[src/rtl/adc_buf_pkg.sv]
package adc_buf_pkg;
  typedef enum logic [1:0] {
    REG_STATUS = 2'd0,
    REG_DATA   = 2'd1,
    REG_CLEAR  = 2'd2,
    REG_CMD    = 2'd3
  } reg_addr_e;

  localparam int unsigned STAT_DAVAIL = 0;
  localparam int unsigned STAT_OVF    = 1;
  localparam int unsigned STAT_OVR    = 2;
  localparam int unsigned CMD_TRIG    = 0;
endpackage

[src/rtl/adc_res_fifo.sv]
module adc_res_fifo #(
  parameter int unsigned DEPTH  = 16,
  parameter int unsigned DATA_W = 16,
  localparam int unsigned AW    = (DEPTH > 1) ? $clog2(DEPTH) : 1,
  localparam int unsigned CW    = $clog2(DEPTH + 1)
) (
  input  logic              clk,
  input  logic              rst_n,
  input  logic              flush,
  input  logic              push,
  input  logic [DATA_W-1:0] push_data,
  input  logic              pop,
  output logic [DATA_W-1:0] head,
  output logic              empty,
  output logic              full,
  output logic [CW-1:0]     fill
);
  localparam logic [AW-1:0] LAST_PTR = AW'(DEPTH - 1);
  localparam logic [CW-1:0] FULL_CNT = CW'(DEPTH);

  logic [DATA_W-1:0] mem [DEPTH];
  logic [AW-1:0]     wr_ptr, rd_ptr;
  logic              do_push, do_pop;

  assign empty   = (fill == '0);
  assign full    = (fill == FULL_CNT);
  assign do_push = push && !full && !flush;
  assign do_pop  = pop && !empty && !flush;
  assign head    = mem[rd_ptr];

  function automatic logic [AW-1:0] next_ptr(input logic [AW-1:0] p);
    return (p == LAST_PTR) ? '0 : p + 1'b1;
  endfunction

  always_ff @(posedge clk) begin
    if (do_push) mem[wr_ptr] <= push_data;
  end

  always_ff @(posedge clk or negedge rst_n) begin
    if (!rst_n) begin
      wr_ptr <= '0;
      rd_ptr <= '0;
      fill   <= '0;
    end else if (flush) begin
      wr_ptr <= '0;
      rd_ptr <= '0;
      fill   <= '0;
    end else begin
      if (do_push) wr_ptr <= next_ptr(wr_ptr);
      if (do_pop)  rd_ptr <= next_ptr(rd_ptr);
      case ({do_push, do_pop})
        2'b10:   fill <= fill + 1'b1;
        2'b01:   fill <= fill - 1'b1;
        default: fill <= fill;
      endcase
    end
  end
endmodule

[src/rtl/adc_err_flags.sv]
module adc_err_flags (
  input  logic clk,
  input  logic rst_n,
  input  logic clear,
  input  logic ovf_evt,
  input  logic ovr_evt,
  output logic ovf,
  output logic ovr
);
  always_ff @(posedge clk or negedge rst_n) begin
    if (!rst_n) begin
      ovf <= 1'b0;
      ovr <= 1'b0;
    end else if (clear) begin
      ovf <= 1'b0;
      ovr <= 1'b0;
    end else begin
      if (ovf_evt) ovf <= 1'b1;
      if (ovr_evt) ovr <= 1'b1;
    end
  end
endmodule

[src/rtl/adc_byte_seq.sv]
module adc_byte_seq #(
  parameter int unsigned NBYTES = 2,
  localparam int unsigned BW    = (NBYTES > 1) ? $clog2(NBYTES) : 1
) (
  input  logic          clk,
  input  logic          rst_n,
  input  logic          clear,
  input  logic          advance,
  output logic [BW-1:0] idx,
  output logic          last
);
  generate
    if (NBYTES == 1) begin : g_single
      assign idx  = '0;
      assign last = 1'b1;
    end else begin : g_multi
      localparam logic [BW-1:0] LAST_IDX = BW'(NBYTES - 1);
      logic [BW-1:0] idx_q;
      assign idx  = idx_q;
      assign last = (idx_q == LAST_IDX);
      always_ff @(posedge clk or negedge rst_n) begin
        if (!rst_n)        idx_q <= '0;
        else if (clear)    idx_q <= '0;
        else if (advance)  idx_q <= last ? '0 : idx_q + 1'b1;
      end
    end
  endgenerate
endmodule

[src/rtl/adc_result_buffer.sv]
module adc_result_buffer #(
  parameter int unsigned DEPTH  = 16,
  parameter int unsigned DATA_W = 16,
  localparam int unsigned NBYTES = DATA_W / 8,
  localparam int unsigned BW     = (NBYTES > 1) ? $clog2(NBYTES) : 1,
  localparam int unsigned CW     = $clog2(DEPTH + 1)
) (
  input  logic              clk,
  input  logic              rst_n,
  input  logic              conv_start,
  input  logic              res_valid,
  output logic              res_ready,
  input  logic [DATA_W-1:0] res_data,
  input  logic [1:0]        bus_addr,
  input  logic              bus_rd,
  input  logic              bus_wr,
  input  logic [7:0]        bus_wdata,
  output logic [7:0]        bus_rdata
);
  import adc_buf_pkg::*;

  logic              clear_wr, cmd_wr, data_rd;
  logic              empty, full, pop, last;
  logic [DATA_W-1:0] head;
  logic [CW-1:0]     fill_w;
  logic [BW-1:0]     byte_idx;
  logic              ovf, ovr, ovf_evt, ovr_evt;
  logic              start_ok, busy;
  logic [7:0]        cmd_q;
  logic [7:0]        status_w;
  logic [7:0]        head_byte;

  assign clear_wr  = bus_wr && (bus_addr == REG_CLEAR);
  assign cmd_wr    = bus_wr && (bus_addr == REG_CMD);
  assign data_rd   = bus_rd && (bus_addr == REG_DATA) && !empty && !clear_wr;
  assign pop       = data_rd && last;
  assign res_ready = !full;

  assign start_ok  = conv_start && cmd_q[CMD_TRIG];
  assign ovf_evt   = res_valid && full && !clear_wr;
  assign ovr_evt   = start_ok && busy && !res_valid;

  adc_res_fifo #(.DEPTH(DEPTH), .DATA_W(DATA_W)) u_fifo (
    .clk       (clk),
    .rst_n     (rst_n),
    .flush     (clear_wr),
    .push      (res_valid),
    .push_data (res_data),
    .pop       (pop),
    .head      (head),
    .empty     (empty),
    .full      (full),
    .fill      (fill_w)
  );

  adc_byte_seq #(.NBYTES(NBYTES)) u_seq (
    .clk     (clk),
    .rst_n   (rst_n),
    .clear   (clear_wr),
    .advance (data_rd),
    .idx     (byte_idx),
    .last    (last)
  );

  adc_err_flags u_flags (
    .clk     (clk),
    .rst_n   (rst_n),
    .clear   (clear_wr),
    .ovf_evt (ovf_evt),
    .ovr_evt (ovr_evt),
    .ovf     (ovf),
    .ovr     (ovr)
  );

  always_ff @(posedge clk or negedge rst_n) begin
    if (!rst_n) begin
      cmd_q <= '0;
      busy  <= 1'b0;
    end else begin
      if (cmd_wr) cmd_q <= bus_wdata;
      if (start_ok)       busy <= 1'b1;
      else if (res_valid) busy <= 1'b0;
    end
  end

  always_comb begin
    status_w              = '0;
    status_w[STAT_DAVAIL] = !empty;
    status_w[STAT_OVF]    = ovf;
    status_w[STAT_OVR]    = ovr;
  end

  assign head_byte = head[byte_idx*8 +: 8];

  always_comb begin
    bus_rdata = '0;
    if (bus_rd) begin
      case (bus_addr)
        REG_STATUS: bus_rdata = status_w;
        REG_DATA:   bus_rdata = empty ? 8'h00 : head_byte;
        REG_CMD:    bus_rdata = cmd_q;
        default:    bus_rdata = '0;
      endcase
    end
  end
endmodule

[config.mk]
export PLATFORM = sky130hd
export DESIGN_NAME = adc_result_buffer
export DESIGN_NICKNAME = d
export VERILOG_FILES = /design/src/rtl/adc_buf_pkg.sv /design/src/rtl/adc_res_fifo.sv /design/src/rtl/adc_err_flags.sv /design/src/rtl/adc_byte_seq.sv /design/src/rtl/adc_result_buffer.sv
export SDC_FILE = /design/constraint.sdc
export NUM_CORES = 1
export LEC_CHECK = 0
export BUFFER_PORTS_ARGS = -buffer_cell sky130_fd_sc_hd__clkbuf_2
export CAP_MARGIN = 5
export CORE_ASPECT_RATIO = 0.75
export CORE_MARGIN = 2
export CORE_UTILIZATION = 55
export CTS_CLUSTER_DIAMETER = 200
export DETAILED_ROUTE_END_ITERATION = 10
export MAX_ROUTING_LAYER = met4
export PLACE_DENSITY_LB_ADDON = 0.3
export SYNTH_ARGS = -nofsm -noshare
export SYNTH_HDL_FRONTEND = slang
export SYNTH_HIERARCHICAL = 1
export SYNTH_SLANG_ARGS = --single-unit
[constraint.sdc]
create_clock -name clk -period 3.05 [get_ports clk]
set_input_delay 0.4575 -clock clk [delete_from_list [all_inputs] [get_ports clk]]
set_output_delay 0.4575 -clock clk [all_outputs]
set_load 0.01 [all_outputs]
Yosys cells after proc, flatten, opt, wreduce, memory -nomap -nowiden

Memory sizes are Yosys's and may differ from the RTL's.
Index checks and enable logic that the tools add are counted.

Shift operators: 1
Reductions and logical operators: 28
$add $sub $neg: 5
Equal/unequal tests: 8
Mux-type cells: 22

Operator list:

| kind                                                | number |
|---|---|
| two-way mux 4 bit                                   | 6 |
| one-hot mux 8 bit (3 select lines)                  | 1 |
| two-way mux 8 bit                                   | 2 |
| variable part select 16 x 5 -> 8 bit                | 1 |
| logical AND 1 bit                                   | 15 |
| nonzero test 2 bit                                  | 6 |
| two-way mux 1 bit                                   | 11 |
| one-hot mux 5 bit (2 select lines)                  | 1 |
| adder 4 x 1 -> 4 bit, second input constant         | 2 |
| equality test 4 bit, second input constant          | 2 |
| equality test 2 bit, second input constant          | 3 |
| adder 5 x 1 -> 5 bit, second input constant         | 1 |
| equality test 5 bit, second input constant          | 1 |
| logical NOT 5 bit                                   | 1 |
| two-way mux 5 bit                                   | 1 |
| subtractor 5 x 1 -> 5 bit, second input constant    | 1 |
| equality test 2 x 1 -> 1 bit, second input constant | 2 |
| logical NOT 1 bit                                   | 4 |
| nonzero test 3 bit                                  | 1 |
| logical NOT 2 bit                                   | 1 |
| adder 1 bit, second input constant                  | 1 |

Bits in registers: 25
Logic and storage cells: 73
Bits of input ports: 32
Memories: 1
Output and inout port bits: 9
Bits in writable memories: 256

Memory list:

| name       | depth | width | read ports | clocked after memory_dff | wr ports | line               | text |
|---|---|---|---|---|---|---|---|
| u_fifo.mem | 16    | 16    | 1          | 0                        | 1        | adc_res_fifo.sv:21 | `logic [DATA_W-1:0] mem [DEPTH];` |

Longest topological paths before layout

Gate-level depths: netlist of the first run.

Depth after elaboration: 10
Mapped depth: 13
Gate-level depth less buffers: 12

Hierarchy

Netlist of the first run, hierarchy kept.

By module, submodules not included:

| module            | seq. area each (um^2) | area each (um^2) | cells each | instances |
|---|---|---|---|---|
| adc_res_fifo      | 8,012.7               | 10,764.1         | 586        | 1 |
| adc_result_buffer | 225.2                 | 648.1            | 62         | 1 |
| adc_err_flags     | 50.0                  | 70.1             | 4          | 1 |
| adc_byte_seq      | 25.0                  | 45.0             | 4          | 1 |

Worst setup path before layout of the first run

Ideal clock, no wire load.

Path type: reg-to-reg
Start: reg u_fifo.fill[1]
End: reg u_fifo.fill[4]
Buffers on the path: 1
Stages on the path, launching flop included: 14
Clock period less this slack: 3.218 ns
Library setup time: 0.082 ns
Setup slack: -0.168 ns
Required time: 2.968 ns
Data arrival time: 3.135 ns
Path through: dfrtp_1 > or4_1 > buf_6 > nor2_1 > nor3b_4 > and3_1 > o21ai_1 > or3_1 > inv_1 > ha_1 > nand2b_1 > a21oi_1 > or4_1 > a31oi_1

Longest elaborated chain between the ends: 10
Elaborated cells between the ends (all ways): 18
Those cells by class: add/sub: 2; eq/ne: 3; mux: 2; reduce/logical: 11

RTL lines:

| element                                                                    | line                    | text |
|---|---|---|
| start, declared                                                            | adc_res_fifo.sv:16      | `output logic [CW-1:0] fill` |
| start signal, assigned                                                     | adc_res_fifo.sv:52      | `2'b10: fill <= fill + 1'b1;` |
| start signal, assigned                                                     | adc_res_fifo.sv:53      | `2'b01: fill <= fill - 1'b1;` |
| start signal, assigned                                                     | adc_res_fifo.sv:54      | `default: fill <= fill;` |
| logical NOT 5 bit *                                                        | adc_res_fifo.sv:25      | `assign empty = (fill == '0);` |
| named net empty                                                            | adc_result_buffer.sv:23 | `logic empty, full, pop, last;` |
| logical NOT 1 bit *                                                        | adc_result_buffer.sv:35 | `assign data_rd = bus_rd && (bus_addr == REG_DATA) && !empty && !clear_wr;` |
| logical AND 1 bit * (2 in a row)                                           | adc_result_buffer.sv:35 |  |
| logical AND 1 bit *                                                        | adc_result_buffer.sv:36 | `assign pop = data_rd && last;` |
| named net pop                                                              | adc_result_buffer.sv:23 |  |
| logical AND 1 bit * (2 in a row)                                           | adc_res_fifo.sv:28      | `assign do_pop = pop && !empty && !flush;` |
| equality test 2 x 1 -> 1 bit / equality test 2 bit (equally long branches) | adc_res_fifo.sv:51      | `case ({do_push, do_pop})` |
| one-hot mux 5 bit (2 select lines)                                         | adc_res_fifo.sv:51      |  |
| two-way mux 5 bit                                                          | adc_res_fifo.sv:44      | `end else if (flush) begin` |

The timed path passes the listed nets; every way through them passes the cells marked *.
A chain may end at the register's enable or synchronous reset.

Final worst setup path of the first run

Start: reg u_fifo.rd_ptr[0]
End: out bus_rdata[2]

Longest elaborated chain between the ends: 5

RTL lines:

| element                              | line                     | text |
|---|---|---|
| start, declared                      | adc_res_fifo.sv:22       | `logic [AW-1:0] wr_ptr, rd_ptr;` |
| start signal, assigned               | adc_res_fifo.sv:50       | `if (do_pop) rd_ptr <= next_ptr(rd_ptr);` |
| memory read (16 x 16 bit)            | -                        |  |
| named net head[2]                    | adc_result_buffer.sv:24  | `logic [DATA_W-1:0] head;` |
| variable part select 16 x 5 -> 8 bit | adc_result_buffer.sv:93  | `assign head_byte = head[byte_idx*8 +: 8];` |
| two-way mux 8 bit                    | adc_result_buffer.sv:100 | `REG_DATA: bus_rdata = empty ? 8'h00 : head_byte;` |
| one-hot mux 8 bit (3 select lines)   | adc_result_buffer.sv:98  | `case (bus_addr)` |
| two-way mux 8 bit                    | adc_result_buffer.sv:97  | `if (bus_rd) begin` |
| end, declared                        | adc_result_buffer.sv:18  | `output logic [7:0] bus_rdata` |

The timed path passes the listed nets, and every way through them passes these cells.

==> results.json, run 1 <==
{
  "crit_path_end_kind": "output port",
  "slew_headroom_pct": 53.6,
  "synth_seq_cells": 281,
  "drv_slew": 0,
  "fin_cells": 1048,
  "vias_per_cell": 6.19,
  "htreeDepth": 1,
  "final.setup.worst_slack_ps": -224,
  "synthCells": 656,
  "placedCellCount": 991,
  "synth_top_flop_cell": "edfxtp_1",
  "firstDrtPassIters": 5,
  "postSynth.asyncResetShare_pct": 8.90,
  "synth-compound-area-share_pct": 6.58,
  "vias": 6486,
  "grt_max_degree": 29,
  "tightest_slew_ps": 696,
  "fillers": 1383,
  "ant_nets": 0,
  "cts_buffer_depth": 3,
  "worst-endpoint-required_ps": 2590,
  "dr.first_iter.drc_count": 708,
  "hold_path_class": "in2reg",
  "grt_pass1_wl_um": 39100,
  "ir_worst_vdd_v": 0.000551,
  "worstPathArrival_ps": 2820,
  "rr_worst_depth": 12,
  "powerDensity_nw_per_um2": 757,
  "timing.hold.worst_endpoint": "busy",
  "synthSimpleGateAreaFrac_pct": 3.99,
  "finalSetupViolCount": 8,
  "route.detailed.drc": 0,
  "numClockSinks": 281,
  "r2r_start": "u_fifo/fill[3]",
  "die_h_um": 129,
  "cts_made_buffers": 26,
  "area_growth_pct": 16.9,
  "grt_setup_unrepaired": "yes",
  "syn_nets": 697,
  "yosysSeqAreaShare_pct": 72.1,
  "start_util_pct": 56.6,
  "synth_top_family_by_area": "multiplexers",
  "min_period_ps": 3270,
  "yosys_warnings": 6,
  "wire_per_inst_um": 24.9,
  "io_pins": 41,
  "wl_um": 26000,
  "overflow": 0,
  "wl_met1_um": 11400,
  "dr_wl_met3_um": 2090,
  "rows": 45,
  "cts_tree": "done",
  "finClkSkew_ps": 15.0,
  "worstSetupStartpointType": "flop",
  "synth_cell_types": 55,
  "fmax_mhz": 305,
  "syn-cell-area_um2": 11500,
  "synthMuxAreaShare_pct": 14.0,
  "die_area_um2": 22100,
  "drive_above_1_share_pct": 30.8,
  "synthXorXnorAreaFrac_pct": 0.304,
  "worstSkewPairLatency_ps": 540,
  "synth_edf_count": 256,
  "status": "complete, but fails checks",
  "grt_pass1_vias": 6381,
  "grt.total_usage_pct": 25.1,
  "root_buffer": "clkbuf_16",
  "period_share_pct": 107,
  "hold_viol_final": 0,
  "synth_fa_ha_area_share_pct": 1.04,
  "met2_length_um": 12200,
  "p_leak_nw": 4.57,
  "die_x_um": 171,
  "regArea_um2": 8320,
  "io_buffers": 40,
  "fin_nets": 789,
  "clk_pin_slew_worst_paths_ps": 70,
  "hp-start": "conv_start",
  "core_area_um2": 20400,
  "dp_slack_ps": -58.1,
  "crit_path_max_fanout": 7,
  "reg2reg_to": "u_fifo/fill[4]",
  "antenna_found_initial": 1,
  "hpwl_um": 15600,
  "max_cap_violations": 0,
  "routed.top_layer": "met4",
  "multiInputGateArea_um2": 3200,
  "violations": "negative setup slack",
  "whs_path_depth": 3,
  "r2r_slack_ps": 120,
  "crit_type": "reg2out",
  "syn_area_per_cell_um2": 17.6,
  "place.gp.congestion": 0.928
}
[logic make-up after synthesis]
kind of cell / Yosys count
AO/OA/AOI/OAI: 97
adder cells (fa/ha/maj): 9
flip-flops: 281
AND/OR/NAND/NOR: 97
multiplexers: 119
XOR/XNOR: 4
buffers and inverters: 49
[critical path, stage by stage, from the launching register on]
cell and delay (ps):
dfrtp_4 540, buf_12 160, buf_6 90, mux4_2 520
a22oi_2 200, nand2_1 80, mux2_4 290, a221oi_2 210
nor2b_1 70, clkbuf_2 130
[synthesized netlist by cell type (2+ instances only)]
library cell	n	area share [%]
a21oi_1	6	0.26
a221oi_1	32	2.4
a221oi_2	2	0.26
a22oi_1	16	1.0
a311o_1	2	0.17
and3_1	4	0.22
buf_1	3	0.098
buf_2	12	0.52
buf_4	3	0.20
buf_6	2	0.20
clkbuf_1	17	0.55
dfrtp_1	25	5.4
edfxtp_1	256	67
ha_1	8	0.87
inv_1	11	0.36
mux2_1	3	0.29
mux2_2	8	0.78
mux2_4	2	0.26
mux2i_1	74	6.4
mux4_2	32	6.3
nand2_1	35	1.1
nand2b_1	4	0.22
nor2_1	32	1.0
nor2b_1	4	0.22
nor3_1	6	0.26
o211ai_1	3	0.20
o21ai_0	17	0.74
o21ai_1	6	0.26
o21ba_1	2	0.17
or4_1	2	0.13
xor2_1	3	0.23
[worst max path at each step]
stage / from / end / depth (start not counted)
2_1_floorplan: u_fifo/fill[1] / u_fifo/fill[4] / 13
3_3_place_gp: u_fifo/rd_ptr[0] / bus_rdata[0] / 8
3_5_place_dp: u_fifo/fill[1] / u_fifo/fill[4] / 10
4_1_cts: u_fifo/rd_ptr[0] / bus_rdata[1] / 8
5_1_grt: u_fifo/rd_ptr[0] / bus_rdata[1] / 10
6_report: u_fifo/rd_ptr[0] / bus_rdata[2] / 9
[sequential cells by signal, indices dropped and copies added (netlist names)]
signal	count
u_fifo/mem	256
cmd_q	8
u_fifo/fill	5
u_fifo/rd_ptr	4
u_fifo/wr_ptr	4
busy	1
u_flags/ovf	1
u_flags/ovr	1
u_seq/idx	1
[power by group]
part	switching [W]	internal (W)
Clock	0.00138	0.00156
Sequential	0.000195	0.00454
Combinational	0.00132	0.00121
Total	0.00289	0.00732
[per-stage QoR]
step                util (%)  total power (W)  hold WS, ps  TNS, ps  instance area (um^2)
detailed placement      60.9          0.00703          472    -58.1                 12400
global placement        60.9          0.00695          467        0                 12400
finish                  66.1           0.0102          140    -1050                 13500
global route            66.1           0.0106          143    -1980                 13500
floorplan                  -          0.00627          162   -0.760                 11600
CTS                     65.5           0.0101          129    -1140                 13400
[routing by layer]
layer  vias to the layer above  GRT usage (%)
li1                       2815              -
met1                      3349           36.6
met2                       283           38.4
met3                        39           4.40
met4                         0           4.14
met5                         -              -
[cell type report]
class	count	share of cell area (%)
clock inverters	16	0.696
repair buffers	101	5.99
multi-input cells	326	23.7
diodes	1	0.0186
well taps	282	2.62
clock buffers	29	4.91
inverters	12	0.334
flip-flops and latches	281	61.7
[layout by cell type (no fill, tap or decap), types with 13 or more instances in the layout]
| master | Yosys | routed |
|---|---|---|
| edfxtp_1 | 256 | 256 |
| nand2_1 | 35 | 33 |
| o21ai_0 | 17 | 17 |
| nor2_1 | 32 | 18 |
| mux4_2 | 32 | 32 |
| clkbuf_2 | 0 | 40 |
| mux2i_1 | 74 | 68 |
| buf_4 | 3 | 44 |
| clkbuf_16 | 0 | 26 |
| dfrtp_1 | 25 | 23 |
| a221oi_1 | 32 | 24 |
| nor2_2 | 0 | 13 |
[timing repair]
action                                  in CTS  in global routing
hold buffers                                 1                  0
pin swaps                                    0                  6
buffers inserted                            10                  1
endpoints found under the setup margin       9                  9
hold endpoints to repair                    25                  0
gates resized for setup                     14                 26
Power figures use the tool's default switching activity.
==> run 2, diff against run 1 <==
--- a/config.mk
+++ b/config.mk
@@ -14,6 +14,7 @@
 export DETAILED_ROUTE_END_ITERATION = 10
 export MAX_ROUTING_LAYER = met4
 export PLACE_DENSITY_LB_ADDON = 0.3
+export RECOVER_POWER = 25
 export SYNTH_ARGS = -nofsm -noshare
 export SYNTH_HDL_FRONTEND = slang
 export SYNTH_HIERARCHICAL = 1
==> constraint.sdc (replaced) <==
create_clock -name clk -period 3.01 [get_ports clk]
set_input_delay 0.4515 -clock clk [delete_from_list [all_inputs] [get_ports clk]]
set_output_delay 0.4515 -clock clk [all_outputs]
set_load 0.01 [all_outputs]
==> results.json, run 2 (same netlist as run 1, synthesis figures left out) <==
{
  "violations": "negative setup slack",
  "status": "complete, but fails checks",
  "area_growth_pct": 20.7,
  "hold_path_class": "in2reg",
  "grt_setup_unrepaired": "yes",
  "hold_slack_ps": 145,
  "powerDensity_nw_per_um2": 789,
  "fin_nets": 810,
  "grt_pass1_vias": 6467,
  "overflow": 0,
  "antenna_found_initial": 1,
  "die_area_um2": 22100,
  "hpwl_um": 15300,
  "clock_power_share_pct": 30.4,
  "setup_tns_ps": -1490,
  "dr.first_iter.drc_count": 727,
  "die_x_um": 171,
  "clk_pin_slew_worst_paths_ps": 60,
  "p_int_w": 0.00794,
  "root_buffer": "clkbuf_16",
  "ant_nets": 0,
  "crit_type": "reg2out",
  "route.detailed.drc": 0,
  "crit_chain": "buf_8, buf_4, buf_6, mux4_2, a22oi_2, nand2_1, mux2i_1, a211o_1, a21boi_2, buf_2",
  "reg2reg_to": "u_fifo/fill[4]",
  "largest_register_ffs": 256,
  "numClockSinks": 281,
  "crit_path_end_kind": "output port",
  "vias": 6596,
  "worstSkewPairLatency_ps": 540,
  "r2r_slack_ps": 130,
  "crit_path_max_fanout": 5,
  "worst-endpoint-required_ps": 2560,
  "slew_headroom_pct": 55.4,
  "place.gp.congestion": 0.977,
  "finClkSkew_ps": 13.4,
  "ir_worst_vdd_v": 0.000551,
  "core_area_um2": 20400,
  "mostFrequentLayoutCell": "edfxtp_1",
  "htreeDepth": 1,
  "grt_pass1_wl_um": 39300,
  "cts_made_buffers": 26,
  "wl_um": 26400,
  "finalSetupViolCount": 8,
  "top_register": "u_fifo/mem",
  "slowest_stage": "dfrtp_4",
  "slowest_delay_ps": 520,
  "r2r_start": "u_fifo/fill[1]",
  "pwr-share-comb_pct": 26.1,
  "pwr-share-seq_pct": 43.5,
  "cts_buffer_depth": 3,
  "final.setup.worst_slack_ps": -264,
  "grt.total_usage_pct": 25.2,
  "wire_per_inst_um": 24.7,
  "tightest_slew_ps": 670,
  "drv_slew": 0,
  "firstDrtPassIters": 4,
  "crit_path_start": "u_fifo/rd_ptr[0]",
  "cts_tree": "done",
  "vias_per_cell": 6.15,
  "netSwitchingFraction_pct": 27.6,
  "grt_max_degree": 26,
  "start_util_pct": 56.6,
  "crit_end": "bus_rdata[0]",
  "rows": 45,
  "rr_worst_depth": 12,
  "period_share_pct": 109,
  "final_cell_mix": "edfxtp_1, mux2i_1, buf_4",
  "die_h_um": 129,
  "worstSetupStartpointType": "flop",
  "largestRegisters": "u_fifo/mem: 256 flops, cmd_q: 8 flops, u_fifo/fill: 5 flops",
  "drive_above_1_share_pct": 33.7,
  "min_period_ps": 3270,
  "p_leak_nw": 4.76,
  "fmax_mhz": 305,
  "hold_viol_final": 0,
  "max_cap_violations": 0,
  "worstPathArrival_ps": 2820,
  "switchingPower_w": 0.00303,
  "io_pins": 41,
  "io_buffers": 40
}
run 2: cell count changes in the layout (fill, tap and decap cells not counted), moves of 4 or more:
cell / delta
o21ai_1: +4
bufinv_16: +4
clkbuf_1: +10
a221oi_1: -11
mux2i_1: -4
buf_4: +13
o21ai_0: -4
mux2i_2: +4
clkbuf_2: -13
a221oi_2: +11
buf_8: +6
run 2: worst min path at each step:
stage                  from        to  cells past startpoint
6_report       bus_wdata[6]  cmd_q[6]                      2
5_1_grt        bus_wdata[1]  cmd_q[1]                      2
4_1_cts          conv_start      busy                      3
3_3_place_gp           busy      busy                      2
2_1_floorplan         rst_n      busy                      0
3_5_place_dp           busy      busy                      2
run 2: timing repair:
item,4_1_cts,5_1_grt
gates resized for setup,38,37
hold buffers,1,0
hold endpoints to repair,25,0
buffers inserted,10,16
gates cloned,1,0
pin swaps,22,12
setup endpoints to repair,9,10
run 2: area by class of cell:
cell class / count / area, um^2
Sequential cell: 281 / 8320
Tap cell: 282 / 353
Fill cell: 1293 / 6470
Clock buffer: 28 / 658
Multi-Input combinational cell: 326 / 3300
Timing Repair Buffer: 122 / 1020
Inverter: 12 / 45.0
Clock inverter: 20 / 223
Antenna cell: 1 / 2.50
run 2: per-layer routing:
layer | track usage [%] | vias to the layer above | wire (um)
met1 | 36.0 | 3392 | 11000
met5 | - | - | 0
li1 | - | 2865 | -
met2 | 37.6 | 299 | 12400
met4 | 5.53 | 0 | 493
met3 | 6.02 | 40 | 2480
run 2: critical path: cells and delay by family, from the launching register on:
kind | cells | cell delay [ps]
multiplexers | 2 | 680
buffers and inverters | 4 | 560
flip-flops | 1 | 520
AO/OA/AOI/OAI | 3 | 420
AND/OR/NAND/NOR | 1 | 120
run 2: stage by stage:
step	setup slack [ps]	area [um^2]	power [W]	utilization, %	cells
after floorplan	-40.8	11600	0.00636	-	656
after global placement	42.7	12500	0.00706	61.1	995
after detailed placement	3.01	12500	0.00715	61.1	995
after CTS	-195	13600	0.0108	67.0	1055
after global routing	-332	13900	0.0114	68.3	1072
final	-264	13900	0.0110	68.3	1072
run 2: power groups by stage:
stage | registers [W] | clock network, W | logic (W)
finish | 0.00478 | 0.00334 | 0.00286
global route | 0.00480 | 0.00353 | 0.00304
detailed placement | 0.00492 | 0 | 0.00223
global placement | 0.00489 | 0 | 0.00217
floorplan | 0.00476 | 0 | 0.00160
CTS | 0.00477 | 0.00337 | 0.00264
